$ cat config.mk
export PLATFORM = sky130hd
export DESIGN_NAME = bus_arb_top
export DESIGN_NICKNAME = d
export VERILOG_FILES = /design/src/rtl/bus_arb_pkg.sv /design/src/rtl/grant_sync.sv /design/src/rtl/grant_pulse_det.sv /design/src/rtl/cpu_req_flag.sv /design/src/rtl/owner_sel.sv /design/src/rtl/bus_arb_top.sv
export SDC_FILE = /design/constraint.sdc
export NUM_CORES = 1
export LEC_CHECK = 0
export ABC_AREA = 1
export BUFFER_PORTS_ARGS = -buffer_cell sky130_fd_sc_hd__buf_2
export CAP_MARGIN = 10
export CELL_PAD_IN_SITES_DETAIL_PLACEMENT = 2
export CELL_PAD_IN_SITES_GLOBAL_PLACEMENT = 2
export CORE_ASPECT_RATIO = 0.6
export CORE_MARGIN = 4
export CORE_UTILIZATION = 32
export CTS_CLUSTER_SIZE = 28
export DETAILED_ROUTE_END_ITERATION = 6
export PLACE_DENSITY_LB_ADDON = 0.1
export SYNTH_ARGS = -nofsm -noshare
export SYNTH_HDL_FRONTEND = slang
export SYNTH_SLANG_ARGS = --single-unit
$ cat constraint.sdc
create_clock -name clk -period 1.76 [get_ports clk]
set_input_delay 0.088 -clock clk [delete_from_list [all_inputs] [get_ports clk]]
set_output_delay 0.088 -clock clk [all_outputs]
set_load 0.02 [all_outputs]
$ cat src/rtl/bus_arb_pkg.sv
package bus_arb_pkg;
  typedef enum logic [1:0] {
    OWN_NONE = 2'd0,
    OWN_VID  = 2'd1,
    OWN_REF  = 2'd2,
    OWN_CPU  = 2'd3
  } owner_e;

  typedef enum logic [1:0] {
    DET_WAIT = 2'd0,
    DET_HIGH = 2'd1,
    DET_LOW  = 2'd2
  } det_e;
endpackage

$ cat src/rtl/grant_sync.sv
module grant_sync #(
  parameter int STAGES = 2
) (
  input  logic clk,
  input  logic rst,
  input  logic async_in,
  output logic sync_out
);
  logic [STAGES-1:0] chain_q;

  // reset to 1: an idle external master leaves the bus free
  always_ff @(posedge clk) begin
    if (rst) chain_q <= '1;
    else     chain_q <= {chain_q[STAGES-2:0], async_in};
  end

  assign sync_out = chain_q[STAGES-1];
endmodule

$ cat src/rtl/grant_pulse_det.sv
module grant_pulse_det
  import bus_arb_pkg::*;
#(
  parameter int PULSE_MAX = 4,
  localparam int CW = $clog2(PULSE_MAX + 1)
) (
  input  logic clk,
  input  logic rst,
  input  logic grant_s,
  output logic done_pulse
);
  det_e          st_q, st_d;
  logic [CW-1:0] cnt_q, cnt_d;
  logic          prev_q;
  logic          rise, fall;

  assign rise = grant_s & ~prev_q;
  assign fall = ~grant_s & prev_q;

  always_comb begin
    st_d       = st_q;
    cnt_d      = cnt_q;
    done_pulse = 1'b0;
    unique case (st_q)
      DET_WAIT: begin
        if (rise) begin
          st_d  = DET_HIGH;
          cnt_d = '0;
        end
      end
      DET_HIGH: begin
        if (fall) begin
          st_d  = DET_LOW;
          cnt_d = '0;
        end else if (cnt_q == CW'(PULSE_MAX - 1)) begin
          st_d = DET_WAIT;    // plain return: grant stayed up
        end else begin
          cnt_d = cnt_q + 1'b1;
        end
      end
      DET_LOW: begin
        if (rise) begin
          done_pulse = 1'b1;
          st_d       = DET_WAIT;
        end else if (cnt_q == CW'(PULSE_MAX - 1)) begin
          st_d = DET_WAIT;    // external master took the bus
        end else begin
          cnt_d = cnt_q + 1'b1;
        end
      end
      default: st_d = DET_WAIT;
    endcase
  end

  always_ff @(posedge clk) begin
    if (rst) begin
      st_q   <= DET_WAIT;
      cnt_q  <= '0;
      prev_q <= 1'b1;
    end else begin
      st_q   <= st_d;
      cnt_q  <= cnt_d;
      prev_q <= grant_s;
    end
  end
endmodule

$ cat src/rtl/cpu_req_flag.sv
module cpu_req_flag (
  input  logic clk,
  input  logic rst,
  input  logic clr,
  input  logic set_irq,
  input  logic set_done,
  output logic req_q
);
  // setting wins so a return event is never lost
  always_ff @(posedge clk) begin
    if (rst)                       req_q <= 1'b1;
    else if (set_irq || set_done)  req_q <= 1'b1;
    else if (clr)                  req_q <= 1'b0;
  end
endmodule

$ cat src/rtl/owner_sel.sv
module owner_sel
  import bus_arb_pkg::*;
(
  input  logic clk,
  input  logic rst,
  input  logic grant_s,
  input  logic v_req,
  input  logic r_req,
  input  logic c_req,
  input  logic cyc_end,
  output logic own_vid,
  output logic own_ref,
  output logic own_cpu,
  output logic clk_en
);
  owner_e cur_q, nxt;
  owner_e pick;

  always_comb begin
    if (!grant_s)   pick = OWN_NONE;
    else if (v_req) pick = OWN_VID;
    else if (r_req) pick = OWN_REF;
    else if (c_req) pick = OWN_CPU;
    else            pick = OWN_NONE;
  end

  always_comb begin
    nxt = cur_q;
    unique case (cur_q)
      OWN_NONE: nxt = pick;
      OWN_VID:  nxt = (!grant_s) ? OWN_NONE : (v_req ? OWN_VID : pick);
      OWN_REF:  nxt = (!grant_s) ? OWN_NONE : (r_req ? OWN_REF : pick);
      OWN_CPU: begin
        if (!grant_s || !c_req)          nxt = OWN_NONE;
        else if ((v_req || r_req) && cyc_end) nxt = pick;
        else                             nxt = OWN_CPU;
      end
      default: nxt = OWN_NONE;
    endcase
  end

  always_ff @(posedge clk) begin
    if (rst) begin
      cur_q   <= OWN_NONE;
      own_vid <= 1'b0;
      own_ref <= 1'b0;
      own_cpu <= 1'b0;
      clk_en  <= 1'b0;
    end else begin
      cur_q   <= nxt;
      own_vid <= (nxt == OWN_VID);
      own_ref <= (nxt == OWN_REF);
      own_cpu <= (nxt == OWN_CPU);
      clk_en  <= (nxt == OWN_CPU);
    end
  end
endmodule

$ cat src/rtl/bus_arb_top.sv
module bus_arb_top #(
  parameter int SYNC_STAGES = 2,
  parameter int PULSE_MAX   = 4
) (
  input  logic clk,
  input  logic rst,
  input  logic cfg_wr,
  input  logic cfg_vid_en,
  input  logic cfg_ref_en,
  input  logic cpu_release,
  input  logic irq,
  input  logic cpu_cyc_end,
  input  logic vid_req,
  input  logic ref_req,
  input  logic grant_in,
  output logic req_out,
  output logic own_vid,
  output logic own_ref,
  output logic own_cpu,
  output logic cpu_clk_en
);
  logic grant_sync;
  logic done_pulse;
  logic cpu_req_q;
  logic vid_en_q, ref_en_q;
  logic v_eff, r_eff;

  always_ff @(posedge clk) begin
    if (rst) begin
      vid_en_q <= 1'b0;
      ref_en_q <= 1'b0;
    end else if (cfg_wr) begin
      vid_en_q <= cfg_vid_en;
      ref_en_q <= cfg_ref_en;
    end
  end

  assign v_eff = vid_req & vid_en_q;
  assign r_eff = ref_req & ref_en_q;

  always_ff @(posedge clk) begin
    if (rst) req_out <= 1'b0;
    else     req_out <= v_eff | r_eff | cpu_req_q;
  end

  grant_sync #(.STAGES(SYNC_STAGES)) u_sync (
    .clk(clk), .rst(rst), .async_in(grant_in), .sync_out(grant_sync)
  );

  grant_pulse_det #(.PULSE_MAX(PULSE_MAX)) u_det (
    .clk(clk), .rst(rst), .grant_s(grant_sync), .done_pulse(done_pulse)
  );

  cpu_req_flag u_flag (
    .clk(clk), .rst(rst), .clr(cpu_release), .set_irq(irq),
    .set_done(done_pulse), .req_q(cpu_req_q)
  );

  owner_sel u_own (
    .clk(clk), .rst(rst), .grant_s(grant_sync), .v_req(v_eff),
    .r_req(r_eff), .c_req(cpu_req_q), .cyc_end(cpu_cyc_end),
    .own_vid(own_vid), .own_ref(own_ref), .own_cpu(own_cpu),
    .clk_en(cpu_clk_en)
  );
endmodule

==> metrics.yaml, run 1 <==
timing:
  min_period_over_period_pct: 79.90
  tns_ns: 0
  period_needed_ns: 1.406
  worst-slew-pin-transition_ns: 0.3433
  slew_viol_final: 0
  rsz0062_at_grt: "no"
  slew_headroom_pct: 77.08
  hold_slack_ns: 0.01911
  setup_violations: 0
  hold_viol_final: 0
  max_freq_mhz: 711.2
  worst_clock_skew_ns: 0.003581
cells_and_area:
  final_core_util_pct: 41.53
  nets: 169
  diodes: 0
  final_area_mm2: 0.001099
  drive_gt1_share_pct: 24.34
  fillers: 335
  syn_to_final_growth_pct: 17.38
critical_path:
  crit_fanout: 4
  startpoint_type: "register"
  rr_startpoint: "u_det.st_q[0]$_SDFFE_PP0P_"
  rrSetupSlack_ns: 0.35
  critical_path_arrival_ns: 1.60
  r2r_cells: 8
  slowest_stage: "dfxtp_1"
  end_kind: "register"
  required_ns: 1.95
  worstPathCellList: "inv_1 -> ha_1 -> inv_1 -> nor2_4 -> nor2_4 -> o21ai_2 -> nand2_1 -> a21oi_2"
  crit_type: "register to register"
  path_buf_inv: 2
  crit_path_max_incr_delay_ns: 0.35
  crit_path_start: "u_det.st_q[0]$_SDFFE_PP0P_"
  cp_top_family: "flip-flops"
  r2r-end: "u_det.cnt_q[0]$_SDFFE_PP0P_"
clock_tree:
  numCtsBuffers: 3
  cts_tree: "done"
  clock_latency_ns: 0.25
  clk_pin_slew_ns: 0.07
  htreeDepth: 1
  clk_root_buffer_cell: "clkbuf_8"
  cts_post_setup_buffers_inserted: 0
  hold_buffers: 0
  clk_path_buf_depth: 2
  cts_resized: 0
  cts.sinks: 17
min_path:
  hold_path_end: "u_sync.chain_q[0]$_SDFF_PP1_"
  holdCritPathClass: "primary input to register"
  hold-path-cell-count: 2
  min-delay-start: "grant_in"
place:
  gp_congestion: 0.8317
  dp_hpwl_um: 2381
  placement.io_buffers: 15
  placed_cell_area_mm2: 0.001054
floorplanning:
  die_w_um: 77.82
  die_area_mm2: 0.003882
  core_mm2: 0.002645
  num_rows: 14
  boundaryPins: 16
  initial_core_util_pct: 35.38
  fp.dieH_um: 49.89
yosys:
  synth.net_count: 150
  ys_seq_elements: 17
  syn_area_per_cell_um2: 6.984
  yosysWarnings: 0
  synth_top_area_cell: "dfxtp_1"
  synthesis.area_um2: 935.9
  yosys.cell_types.count: 21
  yosysTopAreaCellShare_pct: 36.36
  syn_inst: 134
  seq_area_frac_synth_pct: 36.36
  synthTopCellsByArea: "dfxtp_1 (36%), nand2_1 (16%), inv_1 (9.6%)"
route:
  postRouteWirelength_um: 2849
  via_per_inst: 4.656
  num_vias: 894
  drc: 0
  ant_nets: 0
  drt_iter0_markers: 33
  firstDrtPassIters: 4
  routedWlPerCell_um: 14.84
power:
  vdd.ir_drop.worst_v: 0.0003214
  powerDensity_mw_per_mm2: 911.6
  p_leak_nw: 0.5728
global_routing:
  grt_max_degree: 10
  antenna_found_initial: 0
  grt_pass1_wl_um: 4643
  grt_pass1_vias: 979
  grt-ovfl-total: 0
  grt_usage_pct: 15.99
flow_run:
  drv_cap: 0
outcome:
  status: "completed"
[registers in the layout, indices dropped and copies added (netlist names)]
register        flops
u_det.cnt_q         3
u_det.st_q          2
u_own.cur_q         2
u_sync.chain_q      2
ref_en_q            1
req_out             1
u_det.prev_q        1
u_flag.req_q        1
u_own.own_cpu       1
u_own.own_ref       1
u_own.own_vid       1
vid_en_q            1
[worst reg2reg max path, delay by kind of cell, from the launching register on]
family | cells | cell delay [ns]
AOI/OAI and AO/OA | 2 | 0.19
adders and majority gates | 1 | 0.25
buffers and inverters | 2 | 0.22
DFF | 1 | 0.35
and+or+nand+nor | 3 | 0.35
[layer usage]
layer  vias up  part of all wire, %  global-route usage, %  wire length [µm]
met5         -                    0                      0                 0
li1        441                    -                      -                 -
met4         0                 0.63                  4.734                18
met2        24                   43                  26.14              1230
met1       425                   50                  19.53              1418
met3         4                  6.4                  6.000               183
[power breakdown]
part           switching, mW  internal (mW)  total [mW]
Combinational          0.171         0.0902       0.261
Sequential            0.0267          0.420       0.447
Clock                  0.133          0.161       0.294
Total                  0.331          0.671        1.00
[cell type report]
type,instances,area (µm²),share of cell area (%)
multi-input cells,91,494.2,44.99
repair buffers,15,75.07,6.834
well taps,40,50.05,4.556
inverters,25,93.84,8.542
clock buffers,4,45.04,4.100
flip-flops and latches,17,340.3,30.98
[logic make-up (layout without fill, tap and decap cells)]
| group | after synthesis | in the layout | synth area share [%] |
|---|---|---|---|
| simple gates | 71 | 71 | 36.50 |
| flops | 17 | 17 | 36.36 |
| fa+ha+maj | 5 | 5 | 6.684 |
| buf+inv | 26 | 44 | 10.83 |
| compound gates | 15 | 15 | 9.626 |
[Yosys cell counts]
| library cell | number |
|---|---|
| inv_1 | 24 |
| o21ai_2 | 1 |
| or2_2 | 2 |
| o21ai_0 | 6 |
| a21oi_2 | 3 |
| nand2_4 | 2 |
| a21oi_1 | 5 |
| buf_4 | 1 |
| nand3b_1 | 1 |
| inv_2 | 1 |
| nor2_2 | 2 |
| nand3_2 | 2 |
| dfxtp_1 | 17 |
| nand3_1 | 3 |
| ha_1 | 5 |
| nor2_4 | 2 |
| nor2_1 | 10 |
| nand4_1 | 1 |
| nand2_1 | 40 |
| nor3_1 | 2 |
| nand2_2 | 4 |
[placed cells by master (no fill, tap or decap)]
cell type and instances:
nand3b_1 1, nand3_1 3, ha_1 5, clkbuf_1 1, inv_1 24, nand4_1 1
nand2_2 4, nand2_4 2, buf_2 15, o21ai_0 6, a21oi_1 5, nor3_1 2
nor2_2 2, or2_2 2, nand2_1 40, nor2_4 2, inv_2 1, clkbuf_8 3
nand3_2 2, o21ai_2 1, a21oi_2 3, dfxtp_1 17, nor2_1 10
[worst max-delay path by stage]
stage | to | slack (ns) | cells after the start
2_1_floorplan | u_det.cnt_q[2]$_SDFFE_PP0P_ | 0.56 | 8
3_3_place_gp | u_det.cnt_q[2]$_SDFFE_PP0P_ | 0.44 | 8
3_5_place_dp | u_det.cnt_q[0]$_SDFFE_PP0P_ | 0.36 | 8
4_1_cts | u_det.cnt_q[0]$_SDFFE_PP0P_ | 0.34 | 8
5_1_grt | u_det.cnt_q[0]$_SDFFE_PP0P_ | 0.25 | 8
6_report | u_det.cnt_q[0]$_SDFFE_PP0P_ | 0.35 | 8
[per-stage QoR]
step / std cells / total power [mW] / worst slack, ns
after floorplan: 134 / 0.6347 / 0.5561
after global placement: 188 / 0.6983 / 0.4384
after detailed placement: 188 / 0.7175 / 0.3625
after CTS: 192 / 1.012 / 0.3440
after global routing: 192 / 1.066 / 0.2520
final: 192 / 1.001 / 0.3538
No activity file was read; power rests on OpenSTA's default activity.
==> run 2: changes to the inputs <==
--- a/config.mk
+++ b/config.mk
@@ -12,7 +12,7 @@
 export CELL_PAD_IN_SITES_GLOBAL_PLACEMENT = 2
 export CORE_ASPECT_RATIO = 0.6
 export CORE_MARGIN = 4
-export CORE_UTILIZATION = 32
+export CORE_UTILIZATION = 29
 export CTS_CLUSTER_SIZE = 28
 export DETAILED_ROUTE_END_ITERATION = 6
 export PLACE_DENSITY_LB_ADDON = 0.1
==> constraint.sdc (replaced) <==
create_clock -name clk -period 1.3 [get_ports clk]
set_input_delay 0.065 -clock clk [delete_from_list [all_inputs] [get_ports clk]]
set_output_delay 0.065 -clock clk [all_outputs]
set_load 0.02 [all_outputs]
==> run 2 against run 1 <==
Effect of this change: total power rose by 40%; clock power is 33% higher; sequential power is 35% higher; sequential share of layout area is 2.1 points lower; wire length up 3.3%; count of clock-buffer cells in the layout unchanged; die area up 9.0%; combinational power up 55%; critical path depth stayed put; global-route usage decreased by 0.62 points; design area rose by 11%; maximum frequency rose by 12%; critical path type unchanged.
==> metrics.yaml, run 2 (synthesized netlist as in run 1, its figures left out) <==
flow_run:
  drv_cap: 0
global_routing:
  grt-ovfl-total: 0
  grt_pass1_wl_um: 4719
  grt_pass1_vias: 940
  antenna_found_initial: 0
  grt_usage_pct: 15.37
  grt_max_degree: 10
place:
  dp_cells: 193
  post-place-ws_ns: -0.004114
  placement.io_buffers: 15
  gp_congestion: 0.7987
  dp_hpwl_um: 2344
route:
  postRouteWirelength_um: 2942
  drc: 0
  via_per_inst: 4.439
  num_vias: 879
  firstDrtPassIters: 4
  ant_nets: 0
  drt_iter0_markers: 31
  routedWlPerCell_um: 14.86
timing:
  period_needed_ns: 1.252
  slew_headroom_pct: 78.12
  hold_viol_final: 0
  hold_slack_ns: 0.004689
  layout_setup_ws_ns: 0.04760
  max_freq_mhz: 798.5
  rsz0062_at_grt: "yes"
  min_period_over_period_pct: 96.34
  worst-slew-pin-transition_ns: 0.3278
  setup_violations: 0
  worst_clock_skew_ns: 0.0005610
  slew_viol_final: 0
clock_tree:
  cts_post_setup_buffers_inserted: 0
  numCtsBuffers: 3
  clock_latency_ns: 0.25
  htreeDepth: 1
  clk_root_buffer_cell: "clkbuf_8"
  clk_path_buf_depth: 2
  cts.sinks: 17
  clk_pin_slew_ns: 0.06
  cts_tree: "done"
floorplanning:
  num_rows: 15
  die_area_mm2: 0.004230
  fp.dieH_um: 52.01
  initial_core_util_pct: 31.36
  core_mm2: 0.002984
  boundaryPins: 16
  die_w_um: 81.34
cells_and_area:
  largest_reg_flops: 3
  final_common_cell: "nand2_1"
  top_register: "u_det.cnt_q"
  fin_cells: 198
  diodes: 0
  drive_gt1_share_pct: 38.46
  fillers: 351
  final_cell_mix: "nand2_1 (38), inv_1 (21), buf_2 (15)"
  nets: 173
  syn_to_final_growth_pct: 30.61
critical_path:
  cp_top_family: "flip-flops"
  critical_path_arrival_ns: 1.44
  startpoint_type: "register"
  crit_top_cell: "nor2_4"
  path_buf_inv: 2
  crit_type: "register to register"
  slowest_stage: "dfxtp_2"
  end_kind: "register"
  crit_path_max_incr_delay_ns: 0.33
  crit_fanout: 4
  rrSetupSlack_ns: 0.05
  worstPathCellList: "inv_2 -> ha_4 -> inv_1 -> nor2_4 -> nor2_4 -> o21ai_2 -> nand2_1 -> a21oi_2"
  required_ns: 1.49
min_path:
  holdCritPathClass: "primary input to register"
outcome:
  status: "completed"
power:
  vdd.ir_drop.worst_v: 0.0005302
  p_leak_nw: 0.5945
  powerDensity_mw_per_mm2: 1146
  power_mw: 1.400
## run 2: cell types whose count changed in the layout (fill, tap and decap cells not counted), sizes merged
cell         delta
dlygate4sd3     +1
buf             +3
## run 2: final cells by class
type / instances / area [µm²] / share of cell area [%]
clock buffers: 4 / 45.04 / 3.685
repair buffers: 19 / 111.4 / 9.110
flip-flops and latches: 17 / 352.8 / 28.86
multi-input cells: 91 / 561.8 / 45.96
well taps: 42 / 52.55 / 4.299
inverters: 25 / 98.84 / 8.086
## run 2: routing by layer
layer	vias to the layer above	GRT usage [%]	routed length (µm)
met5	-	0	0
met4	0	1.685	13
met3	2	4.152	141
met2	19	23.51	1251
met1	408	22.04	1536
li1	450	-	-
## run 2: repair_timing
action	CTS	global route
pin swaps	2	4
endpoints found under the setup margin	5	8
hold endpoints to repair	0	1
gates resized for setup	3	27
hold buffers	0	1
## run 2: per-stage QoR
step / utilization, % / TNS [ns] / area (µm²)
final: 40.96 / 0 / 1222
after global routing: 40.96 / -0.1354 / 1222
after CTS: 37.82 / -0.004617 / 1129
after detailed placement: 36.14 / -0.004114 / 1079
after global placement: 36.14 / 0 / 1079
after floorplan: - / 0 / 935.9
## run 2: worst register-to-register path: stages (launching register included)
cell and delay, ns:
dfxtp_2 0.33, inv_2 0.12, ha_4 0.17, inv_1 0.07, nor2_4 0.15, nor2_4 0.06
o21ai_2 0.08, nand2_1 0.10, a21oi_2 0.11
## run 2: power breakdown
| group | internal [mW] | switching (mW) | total [mW] |
|---|---|---|---|
| logic | 0.148 | 0.257 | 0.405 |
| registers | 0.569 | 0.0354 | 0.604 |
| clock network | 0.217 | 0.173 | 0.391 |
## run 2: final timing paths
kind / start / to / depth (start not counted)
setup / recovery: u_det.st_q[0]$_SDFFE_PP0P_ / u_det.cnt_q[0]$_SDFFE_PP0P_ / 8
hold / removal: cpu_release / u_flag.req_q$_SDFFE_PP1P_ / 2
setup reg to reg: u_det.st_q[0]$_SDFFE_PP0P_ / u_det.cnt_q[0]$_SDFFE_PP0P_ / 8
hold reg to reg: u_sync.chain_q[0]$_SDFF_PP1_ / u_sync.chain_q[1]$_SDFF_PP1_ / 1
